==> config.mk <==
export PLATFORM = sky130hd
export DESIGN_NAME = serial_fifo_ctl
export DESIGN_NICKNAME = d
export VERILOG_FILES = /design/src/rtl/sfc_pkg.sv /design/src/rtl/sfc_ctrl_reg.sv /design/src/rtl/sfc_fifo.sv /design/src/rtl/sfc_trigger.sv /design/src/rtl/serial_fifo_ctl.sv
export SDC_FILE = /design/constraint.sdc
export NUM_CORES = 1
export LEC_CHECK = 0
export BUFFER_PORTS_ARGS = -buffer_cell sky130_fd_sc_hd__buf_2
export CAP_MARGIN = 20
export CORE_UTILIZATION = 52
export DETAILED_ROUTE_END_ITERATION = 10
export GPL_TIMING_DRIVEN = 0
export PLACE_DENSITY = 0.77
export RECOVER_POWER = 100
export SYNTH_ARGS = -nofsm -noshare
export SYNTH_HDL_FRONTEND = slang
export SYNTH_SLANG_ARGS = --single-unit
==> constraint.sdc <==
create_clock -name clk -period 5.7 [get_ports clk]
set_clock_uncertainty 0.05 [all_clocks]
set_input_delay 1.425 -clock clk [delete_from_list [all_inputs] [get_ports clk]]
set_output_delay 1.425 -clock clk [all_outputs]
set_load 0.01 [all_outputs]
==> src/rtl/sfc_pkg.sv <==
package sfc_pkg;
   localparam int REG_W      = 8;
   localparam int B_EN       = 0;
   localparam int B_RXCLR    = 1;
   localparam int B_TXCLR    = 2;
   localparam int B_RXDONE   = 3;
   localparam int B_TXDONE   = 4;
   localparam int B_DEEP     = 5;
   localparam int B_LVL_LO   = 6;
   localparam int N_CHAN     = 2;
   localparam int CH_TX      = 0;
   localparam int CH_RX      = 1;

   typedef struct packed {
      logic [1:0] lvl_sel;
      logic       deep;
      logic       en;
   } sfc_cfg_t;
endpackage

==> src/rtl/sfc_ctrl_reg.sv <==
module sfc_ctrl_reg
   import sfc_pkg::*;
(
   input  logic             clk,
   input  logic             rst_n,
   input  logic             wr,
   input  logic             rd,
   input  logic [REG_W-1:0] wdata,
   output logic [REG_W-1:0] rdata,
   output sfc_cfg_t         cfg,
   output logic [N_CHAN-1:0] flush
);
   logic             en_q, deep_q;
   logic [1:0]       lvl_q;
   logic [N_CHAN-1:0] flush_q;
   logic [N_CHAN-1:0] done_q;
   logic [N_CHAN-1:0] flush_req;

   // flush request decode for one write
   always_comb begin
      flush_req = '0;
      if (wr) begin
         if (wdata[B_EN] != en_q) begin
            flush_req = '1;
         end else if (wdata[B_EN]) begin
            flush_req[CH_TX] = wdata[B_TXCLR];
            flush_req[CH_RX] = wdata[B_RXCLR];
         end
      end
   end

   always_ff @(posedge clk) begin
      if (!rst_n) begin
         en_q    <= 1'b0;
         deep_q  <= 1'b0;
         lvl_q   <= 2'b00;
         flush_q <= '0;
      end else begin
         flush_q <= flush_req;
         if (wr) begin
            en_q <= wdata[B_EN];
            if (wdata[B_EN]) begin
               lvl_q  <= wdata[B_LVL_LO +: 2];
               deep_q <= wdata[B_DEEP];
            end
         end
      end
   end

   // sticky completion flags, set has priority over read clear
   genvar c;
   generate
      for (c = 0; c < N_CHAN; c++) begin : g_done
         always_ff @(posedge clk) begin
            if (!rst_n)          done_q[c] <= 1'b0;
            else if (flush_q[c]) done_q[c] <= 1'b1;
            else if (rd)         done_q[c] <= 1'b0;
         end
      end
   endgenerate

   always_comb begin
      rdata                 = '0;
      rdata[B_EN]           = en_q;
      rdata[B_RXDONE]       = done_q[CH_RX];
      rdata[B_TXDONE]       = done_q[CH_TX];
      rdata[B_DEEP]         = deep_q;
      rdata[B_LVL_LO +: 2]  = lvl_q;
   end

   assign cfg.en      = en_q;
   assign cfg.deep    = deep_q;
   assign cfg.lvl_sel = lvl_q;
   assign flush       = flush_q;
endmodule

==> src/rtl/sfc_fifo.sv <==
module sfc_fifo #(
   parameter int DW    = 8,
   parameter int DEPTH = 64,
   localparam int AW   = $clog2(DEPTH),
   localparam int CW   = $clog2(DEPTH + 1)
) (
   input  logic          clk,
   input  logic          rst_n,
   input  logic          en,
   input  logic          deep,
   input  logic          flush,
   input  logic          push,
   input  logic [DW-1:0] din,
   input  logic          pop,
   output logic [DW-1:0] dout,
   output logic          full,
   output logic          empty,
   output logic [CW-1:0] count
);
   generate
      if (DEPTH < 2 || (DEPTH & (DEPTH - 1)) != 0) begin : g_bad_depth
         $error("sfc_fifo: DEPTH must be a power of two of at least 2");
      end
      if (DW < 1) begin : g_bad_dw
         $error("sfc_fifo: DW must be positive");
      end
   endgenerate

   logic [DW-1:0] mem [DEPTH];
   logic [AW-1:0] wp, rp;
   logic [CW-1:0] cnt;
   logic [CW-1:0] cap;
   logic          do_push, do_pop;

   assign cap     = deep ? CW'(DEPTH) : CW'(1);
   assign full    = (cnt >= cap);
   assign empty   = (cnt == '0);
   assign do_push = en && push && !full  && !flush;
   assign do_pop  = en && pop  && !empty && !flush;

   always_ff @(posedge clk) begin
      if (do_push) mem[wp] <= din;
   end

   always_ff @(posedge clk) begin
      if (!rst_n || flush) begin
         wp  <= '0;
         rp  <= '0;
         cnt <= '0;
      end else begin
         if (do_push) wp <= wp + AW'(1);
         if (do_pop)  rp <= rp + AW'(1);
         case ({do_push, do_pop})
            2'b10:   cnt <= cnt + CW'(1);
            2'b01:   cnt <= cnt - CW'(1);
            default: cnt <= cnt;
         endcase
      end
   end

   assign dout  = mem[rp];
   assign count = cnt;
endmodule

==> src/rtl/sfc_trigger.sv <==
module sfc_trigger #(
   parameter int DEPTH = 64,
   parameter int LVL0  = 1,
   parameter int LVL1  = 16,
   parameter int LVL2  = 32,
   parameter int LVL3  = 56,
   localparam int CW   = $clog2(DEPTH + 1)
) (
   input  logic          en,
   input  logic [1:0]    sel,
   input  logic [CW-1:0] count,
   output logic          trig
);
   localparam int LV [4] = '{LVL0, LVL1, LVL2, LVL3};

   genvar i;
   generate
      for (i = 0; i < 4; i++) begin : g_chk
         if (LV[i] < 1 || LV[i] > DEPTH) begin : g_bad
            $error("sfc_trigger: level out of range 1..DEPTH");
         end
      end
   endgenerate

   logic [CW-1:0] lvl;
   always_comb begin
      case (sel)
         2'd0:    lvl = CW'(LVL0);
         2'd1:    lvl = CW'(LVL1);
         2'd2:    lvl = CW'(LVL2);
         default: lvl = CW'(LVL3);
      endcase
   end

   assign trig = en && (count >= lvl);
endmodule

==> src/rtl/serial_fifo_ctl.sv <==
module serial_fifo_ctl
   import sfc_pkg::*;
#(
   parameter int DW    = 8,
   parameter int DEPTH = 64,
   parameter int LVL0  = 1,
   parameter int LVL1  = 16,
   parameter int LVL2  = 32,
   parameter int LVL3  = 56,
   localparam int CW   = $clog2(DEPTH + 1)
) (
   input  logic             clk,
   input  logic             rst_n,
   input  logic             reg_wr,
   input  logic             reg_rd,
   input  logic [REG_W-1:0] reg_wdata,
   output logic [REG_W-1:0] reg_rdata,
   input  logic             tx_push,
   input  logic [DW-1:0]    tx_din,
   input  logic             tx_pop,
   output logic [DW-1:0]    tx_dout,
   output logic             tx_full,
   output logic             tx_empty,
   output logic [CW-1:0]    tx_count,
   input  logic             rx_push,
   input  logic [DW-1:0]    rx_din,
   input  logic             rx_pop,
   output logic [DW-1:0]    rx_dout,
   output logic             rx_full,
   output logic             rx_empty,
   output logic [CW-1:0]    rx_count,
   output logic             rx_trig
);
   sfc_cfg_t          cfg;
   logic [N_CHAN-1:0] flush;
   logic [N_CHAN-1:0] push_a, pop_a, full_a, empty_a;
   logic [DW-1:0]     din_a  [N_CHAN];
   logic [DW-1:0]     dout_a [N_CHAN];
   logic [CW-1:0]     cnt_a  [N_CHAN];

   sfc_ctrl_reg u_reg (
      .clk   (clk),
      .rst_n (rst_n),
      .wr    (reg_wr),
      .rd    (reg_rd),
      .wdata (reg_wdata),
      .rdata (reg_rdata),
      .cfg   (cfg),
      .flush (flush)
   );

   assign push_a[CH_TX] = tx_push;
   assign push_a[CH_RX] = rx_push;
   assign pop_a[CH_TX]  = tx_pop;
   assign pop_a[CH_RX]  = rx_pop;
   assign din_a[CH_TX]  = tx_din;
   assign din_a[CH_RX]  = rx_din;

   genvar c;
   generate
      for (c = 0; c < N_CHAN; c++) begin : g_q
         sfc_fifo #(.DW(DW), .DEPTH(DEPTH)) u_fifo (
            .clk   (clk),
            .rst_n (rst_n),
            .en    (cfg.en),
            .deep  (cfg.deep),
            .flush (flush[c]),
            .push  (push_a[c]),
            .din   (din_a[c]),
            .pop   (pop_a[c]),
            .dout  (dout_a[c]),
            .full  (full_a[c]),
            .empty (empty_a[c]),
            .count (cnt_a[c])
         );
      end
   endgenerate

   assign tx_dout  = dout_a[CH_TX];
   assign tx_full  = full_a[CH_TX];
   assign tx_empty = empty_a[CH_TX];
   assign tx_count = cnt_a[CH_TX];
   assign rx_dout  = dout_a[CH_RX];
   assign rx_full  = full_a[CH_RX];
   assign rx_empty = empty_a[CH_RX];
   assign rx_count = cnt_a[CH_RX];

   sfc_trigger #(
      .DEPTH(DEPTH), .LVL0(LVL0), .LVL1(LVL1), .LVL2(LVL2), .LVL3(LVL3)
   ) u_trig (
      .en    (cfg.en),
      .sel   (cfg.lvl_sel),
      .count (cnt_a[CH_RX]),
      .trig  (rx_trig)
   );
endmodule

## After elaboration in Yosys (flattened, before gate mapping)

Memories as Yosys holds them, arrays and structs flattened. A register that Yosys moved wholly into a read port is not among the register bits.
Index checks and enable logic that the tools add are counted.
W data, S select, Z words.

| operators by class | value |
|---|---|
| $add $sub $neg | 8 |
| magnitude comparators | 3 |
| equal/unequal tests | 7 |
| muxes and demuxes | 17 |
| reductions and logical operators | 31 |

Operators by type and width:

| operator | count |
|---|---|
| $pmux W7 S2 | 2 |
| $add A6 B1 Y6 const B | 4 |
| $mux W6 | 4 |
| $pmux W6 S3 | 1 |
| $add A7 B1 Y7 const B | 2 |
| $ge A7 B7 Y1 | 2 |
| $logic_not A7 Y1 | 2 |
| $sub A7 B1 Y7 const B | 2 |
| $logic_and A1 B1 Y1 | 13 |
| $reduce_bool A2 Y1 | 4 |
| $ge A7 B6 Y1 | 1 |
| $logic_not A1 Y1 | 7 |
| $mux W1 | 7 |
| $mux W7 | 1 |
| $eq A2 B1 Y1 const B | 3 |
| $eq A2 B2 Y1 const B | 3 |
| $mux W2 | 2 |
| $reduce_and A2 Y1 | 2 |
| $logic_not A2 Y1 | 1 |
| $logic_or A1 B1 Y1 | 2 |
| $ne A1 B1 Y1 | 1 |

| storage, ports and cells | value |
|---|---|
| register bits after elaboration | 46 |
| bits in writable memories | 1024 |
| logic and storage cells | 80 |
| memories | 2 |

Memories:

| memory | depth | bits a word | read ports | clocked after Yosys merged registers in | wr ports | line | text |
|---|---|---|---|---|---|---|---|
| g_q[0].u_fifo.mem | 64 | 8 | 1 | 1 | 1 | sfc_fifo.sv:29 | `logic [DW-1:0] mem [DEPTH];` |
| g_q[1].u_fifo.mem | 64 | 8 | 1 | 1 | 1 | sfc_fifo.sv:29 |  |

## Depth between registers and ports, before layout

| logic depth | value |
|---|---|
| depth in word-level cells | 7 |
| gate-level depth with buffers | 15 |
| depth with buffers taken out | 13 |

## Cells and area by module

Synthesis repeated with hierarchy kept, for this count alone.

| unflattened totals | value |
|---|---|
| cell total of the unflattened synthesis | 2181 |
| area total of the unflattened synthesis | 42879.9 µm² |

By module, submodules not included:

| module | instances | cells an instance | area each (µm²) | sequential area each (µm²) |
|---|---|---|---|---|
| sfc_fifo at g_q[0].u_fifo | 1 | 1056 | 21216.6 | 15875.2 |
| sfc_fifo at g_q[1].u_fifo | 1 | 1072 | 21197.8 | 15875.2 |
| sfc_ctrl_reg | 1 | 39 | 354.1 | 160.2 |
| sfc_trigger | 1 | 14 | 111.4 | 0.0 |

## Worst setup path after synthesis

OpenSTA, ideal clock, no wires.

| timing path | value |
|---|---|
| path kind | input -> register |
| start point | input tx_pop |
| end point | register g_q[0].u_fifo.cnt[6] |
| setup time | 0.059 ns |
| arrival time | 3.859 ns |
| required time | 5.591 ns |
| path slack | 1.732 ns |
| stages on the path | 11 |
| cell sequence | nand3b_1 > a31oi_1 > ha_1 > clkbuf_1 > xor2_1 > ha_1 > a21o_1 > o41ai_1 > a32oi_1 > or4_1 > nand2_1 |

| on the way | value |
|---|---|
| longest elaborated chain between the ends | 5 |
| elaborated cells between the ends (all ways) | 7 |

RTL lines:

| item | line | text |
|---|---|---|
| start: declaration | serial_fifo_ctl.sv:20 | `input logic tx_pop,` |
| $logic_and A1 B1 Y1 * (3 in series) | sfc_fifo.sv:39 | `assign do_pop = en && pop && !empty && !flush;` |
| $eq A2 B1 Y1 / $eq A2 B2 Y1 (equally long branches) | sfc_fifo.sv:53 | `case ({do_push, do_pop})` |
| $pmux W7 S2 / $reduce_bool A2 Y1 (equally long branches) | -- |  |
| end signal: assignment | sfc_fifo.sv:54 | `2'b10: cnt <= cnt + CW'(1);` |
| end signal: assignment | sfc_fifo.sv:55 | `2'b01: cnt <= cnt - CW'(1);` |
| end signal: assignment | sfc_fifo.sv:56 | `default: cnt <= cnt;` |
| end: declaration | sfc_fifo.sv:31 | `logic [CW-1:0] cnt;` |

Mark *: on every way between the ends. The rest lies on a longest branch, timed or not.
A chain may end at the register's enable or synchronous reset.

==> flow_summary.yaml <==
global_routing:
  grt_usage_pct: 24.7
  grt_max_degree: 65
  first_global_vias: 23200
  antenna_found_initial: 0
  grt.overflow.total: 0
  grt_pass1_wl_um: 149000
clock_network:
  cts_hold_buf: 0
  cts_tree: "built"
  cts_htree_levels: 3
  cts_buffers: 104
  path_clk_slew_ns: 0.06
  cts_setup_buffers: 0
  cts_root_buf: "clkbuf_16"
  clock_latency_ns: 0.67
  clock_path_buffers: 3
  cts_sinks: 1082
route:
  vias: 22700
  drc_errors: 0
  dr.pass1.iters: 5
  wirelength_um: 102000
  ant_nets: 0
  drtIter0Drc: 3212
  vias_per_cell: 6.47
  post_drt_wl_per_cell_um: 29.0
sta:
  finalCritPeriodShare_pct: 98.6
  setup_viol: 0
  tns_ns: 0
  worst_pin_slew_ns: 2.82
  hold_ws_ns: 0.459
  hold_viol_final: 0
  max_freq_mhz: 178
  max-slew-margin-rel_pct: -88.3
  drv_slew: 752
  finalCriticalPeriod_ns: 5.62
  rsz0062_at_grt: "no"
synth:
  ys_types: 74
  syn_area_per_cell_um2: 19.6
  synth_edf_count: 1024
  ys_seq_area_share_pct: 74.6
  yosys.area.top_type: "edfxtp_1"
  synth_flop_cell: "edfxtp_1"
  syn_inst: 2186
  yosys-top-cells-area: "edfxtp_1 (72%), mux4_2 (14%), dfxtp_1 (2.7%)"
  syn-cell-area_mm2: 0.0428
  async_reset_ff_share_pct: 0
  synth_seq_cells: 1082
  synth_warnings: 0
  synth_top_area_share_pct: 71.9
floorplan:
  dieArea_mm2: 0.0834
  num_rows: 104
  core_area_mm2: 0.0809
  die_h_um: 289
  die_w_um: 289
  start_util_pct: 52.8
  ios: 75
layout:
  drive_gt1_share_pct: 21.1
  final_common_cell: "edfxtp_1"
  syn_to_final_growth_pct: 11.8
  final_cell_mix: "edfxtp_1 (1,024), mux4_2 (258), nor2_1 (189)"
  finalNetCount: 2421
  antennaDiodeCount: 0
worst_hold_path:
  holdPathStages: 1
  min_path_type: "flip-flop to flip-flop"
critical_path:
  path_max_fanout: 19
  slowest_stage: "clkbuf_1"
  r2r_cells: 7
  cp.depth: 9
  cpPeakStageDelay_ns: 0.60
  critPathBufInv: 5
  path_cells: "buf_2 > buf_2 > clkbuf_1 > clkbuf_1 > o221ai_1 > o21ai_0 > nand3_1 > o31ai_1 > buf_2"
  cp.required_ns: 4.22
  path_common_cell: "buf_2"
  endpoint_kind: "output pin"
  cp.arrival_ns: 4.14
  r2r_slack_ns: 0.95
  cp_top_family: "buffers and inverters"
  critical_path_class: "flip-flop to output pin"
  start_kind: "flip-flop"
power:
  powerDensity_mw_per_mm2: 329
  power.total_mw: 15.7
  leakage_nw: 14.4
  peakVddDrop_v: 0.000285
status:
  run_status: "finished with violations"
  violations: "capacitance limit, slew limit"
placed_design:
  globalplace.congestion: 0.990
  port_buffers: 69
  hpwl_um: 63500
run:
  maxCapViolCount: 15
## path summary, 6_finish.rpt
path / from / to
setup / recovery: flip-flop / rx_dout[4]
hold / removal: u_reg.flush[1] / u_reg.rdata[3]
setup reg to reg: g_q[1].u_fifo.count[3] / g_q[1].u_fifo.mem[5][2]
hold reg to reg: u_reg.flush[1] / u_reg.rdata[3]
## synthesized netlist by cell type, drive strengths merged (3+ instances only)
| master | n |
|---|---|
| a21oi | 29 |
| or4b | 5 |
| inv | 17 |
| o31ai | 4 |
| nand3b | 12 |
| edfxtp | 1024 |
| o221ai | 9 |
| o211ai | 8 |
| a221o | 8 |
| o2111ai | 6 |
| ha | 18 |
| nor4 | 15 |
| xor2 | 17 |
| buf | 67 |
| or4 | 5 |
| nor3 | 17 |
| dfxtp | 58 |
| a31o | 3 |
| nor2b | 16 |
| a21o | 3 |
| nor2 | 189 |
| or3 | 17 |
| o21ai | 37 |
| and3 | 5 |
| clkbuf | 68 |
| o2bb2ai | 3 |
| a21boi | 5 |
| mux2i | 48 |
| a31oi | 12 |
| nand4 | 8 |
| nand2b | 17 |
| a211oi | 6 |
| mux4 | 258 |
| nand2 | 53 |
| o41ai | 6 |
| xnor2 | 10 |
| o22a | 5 |
| nand3 | 13 |
| mux2 | 20 |
| or2 | 7 |
| o22ai | 24 |
## power breakdown
part | switching [mW] | total (mW) | internal (mW)
logic | 0.176 | 0.215 | 0.0388
clock network | 2.96 | 6.81 | 3.85
registers | 0.00710 | 8.71 | 8.70
total | 3.14 | 15.7 | 12.6
## logic make-up (layout without fill, tap and decap cells)
logic type / Yosys count / in the layout / synth area share (%)
AO/OA/AOI/OAI: 189 / 189 / 3.08
XOR/XNOR: 27 / 27 / 0.553
adder cells (fa/ha/maj): 18 / 18 / 0.527
buffers and inverters: 153 / 422 / 1.53
flip-flops: 1082 / 1082 / 74.6
multiplexers: 326 / 326 / 15.2
other: 1 / 2 / 0.00877
AND/OR/NAND/NOR: 390 / 390 / 4.43
## registers in the layout, summed over array words and instances (netlist names), named ones only
| name | flops |
|---|---|
| u_reg.flush | 2 |
| u_reg.en_q | 1 |
| g_q.u_fifo.rp | 12 |
| u_reg.rdata | 2 |
| u_reg.lvl_q | 2 |
| g_q.u_fifo.wp | 12 |
| u_reg.deep_q | 1 |
| g_q.u_fifo.mem | 1024 |
| g_q.u_fifo.count | 14 |
## layer usage
layer  up-vias  GRT usage, %  part of all wire, %  wire length [um]
li1       9330             -                    -                 -
met1     11700          32.5                   36             36800
met2      1492          40.4                   50             50600
met3       258          5.58                   11             11000
met4         0          9.38                  3.6              3690
met5         -             0                    0                 0
## per-stage QoR
| step | std cells | utilization, % | instance area [um2] | setup WS [ns] |
|---|---|---|---|---|
| after floorplan | 2187 | - | 42800 | 1.73 |
| after global placement | 3316 | 54.9 | 44400 | 0.127 |
| after detailed placement | 3317 | 54.9 | 44400 | 0.0571 |
| after CTS | 3504 | 59.1 | 47800 | 0.0667 |
| after global routing | 3516 | 59.0 | 47800 | 0.000445 |
| final | 3516 | 59.0 | 47800 | 0.0820 |
## repair_timing
| action | 4_1_cts | 5_1_grt |
|---|---|---|
| gates resized for setup | 11 | 18 |
| endpoints found under the hold margin | 0 | 0 |
| setup endpoints to repair | 15 | 10 |
| cloned | 0 | 0 |
## area by class of cell
type / count / area [um2]
Multi-Input combinational cell: 952 / 10200
Timing Repair Buffer: 85 / 373
Clock inverter: 54 / 599
Fill cell: 5682 / 33200
Clock buffer: 137 / 2770
Inverter: 18 / 67.6
Buffer: 128 / 588
Tap cell: 1060 / 1330
Sequential cell: 1082 / 31900
No activity file was read; power rests on OpenSTA's default activity.
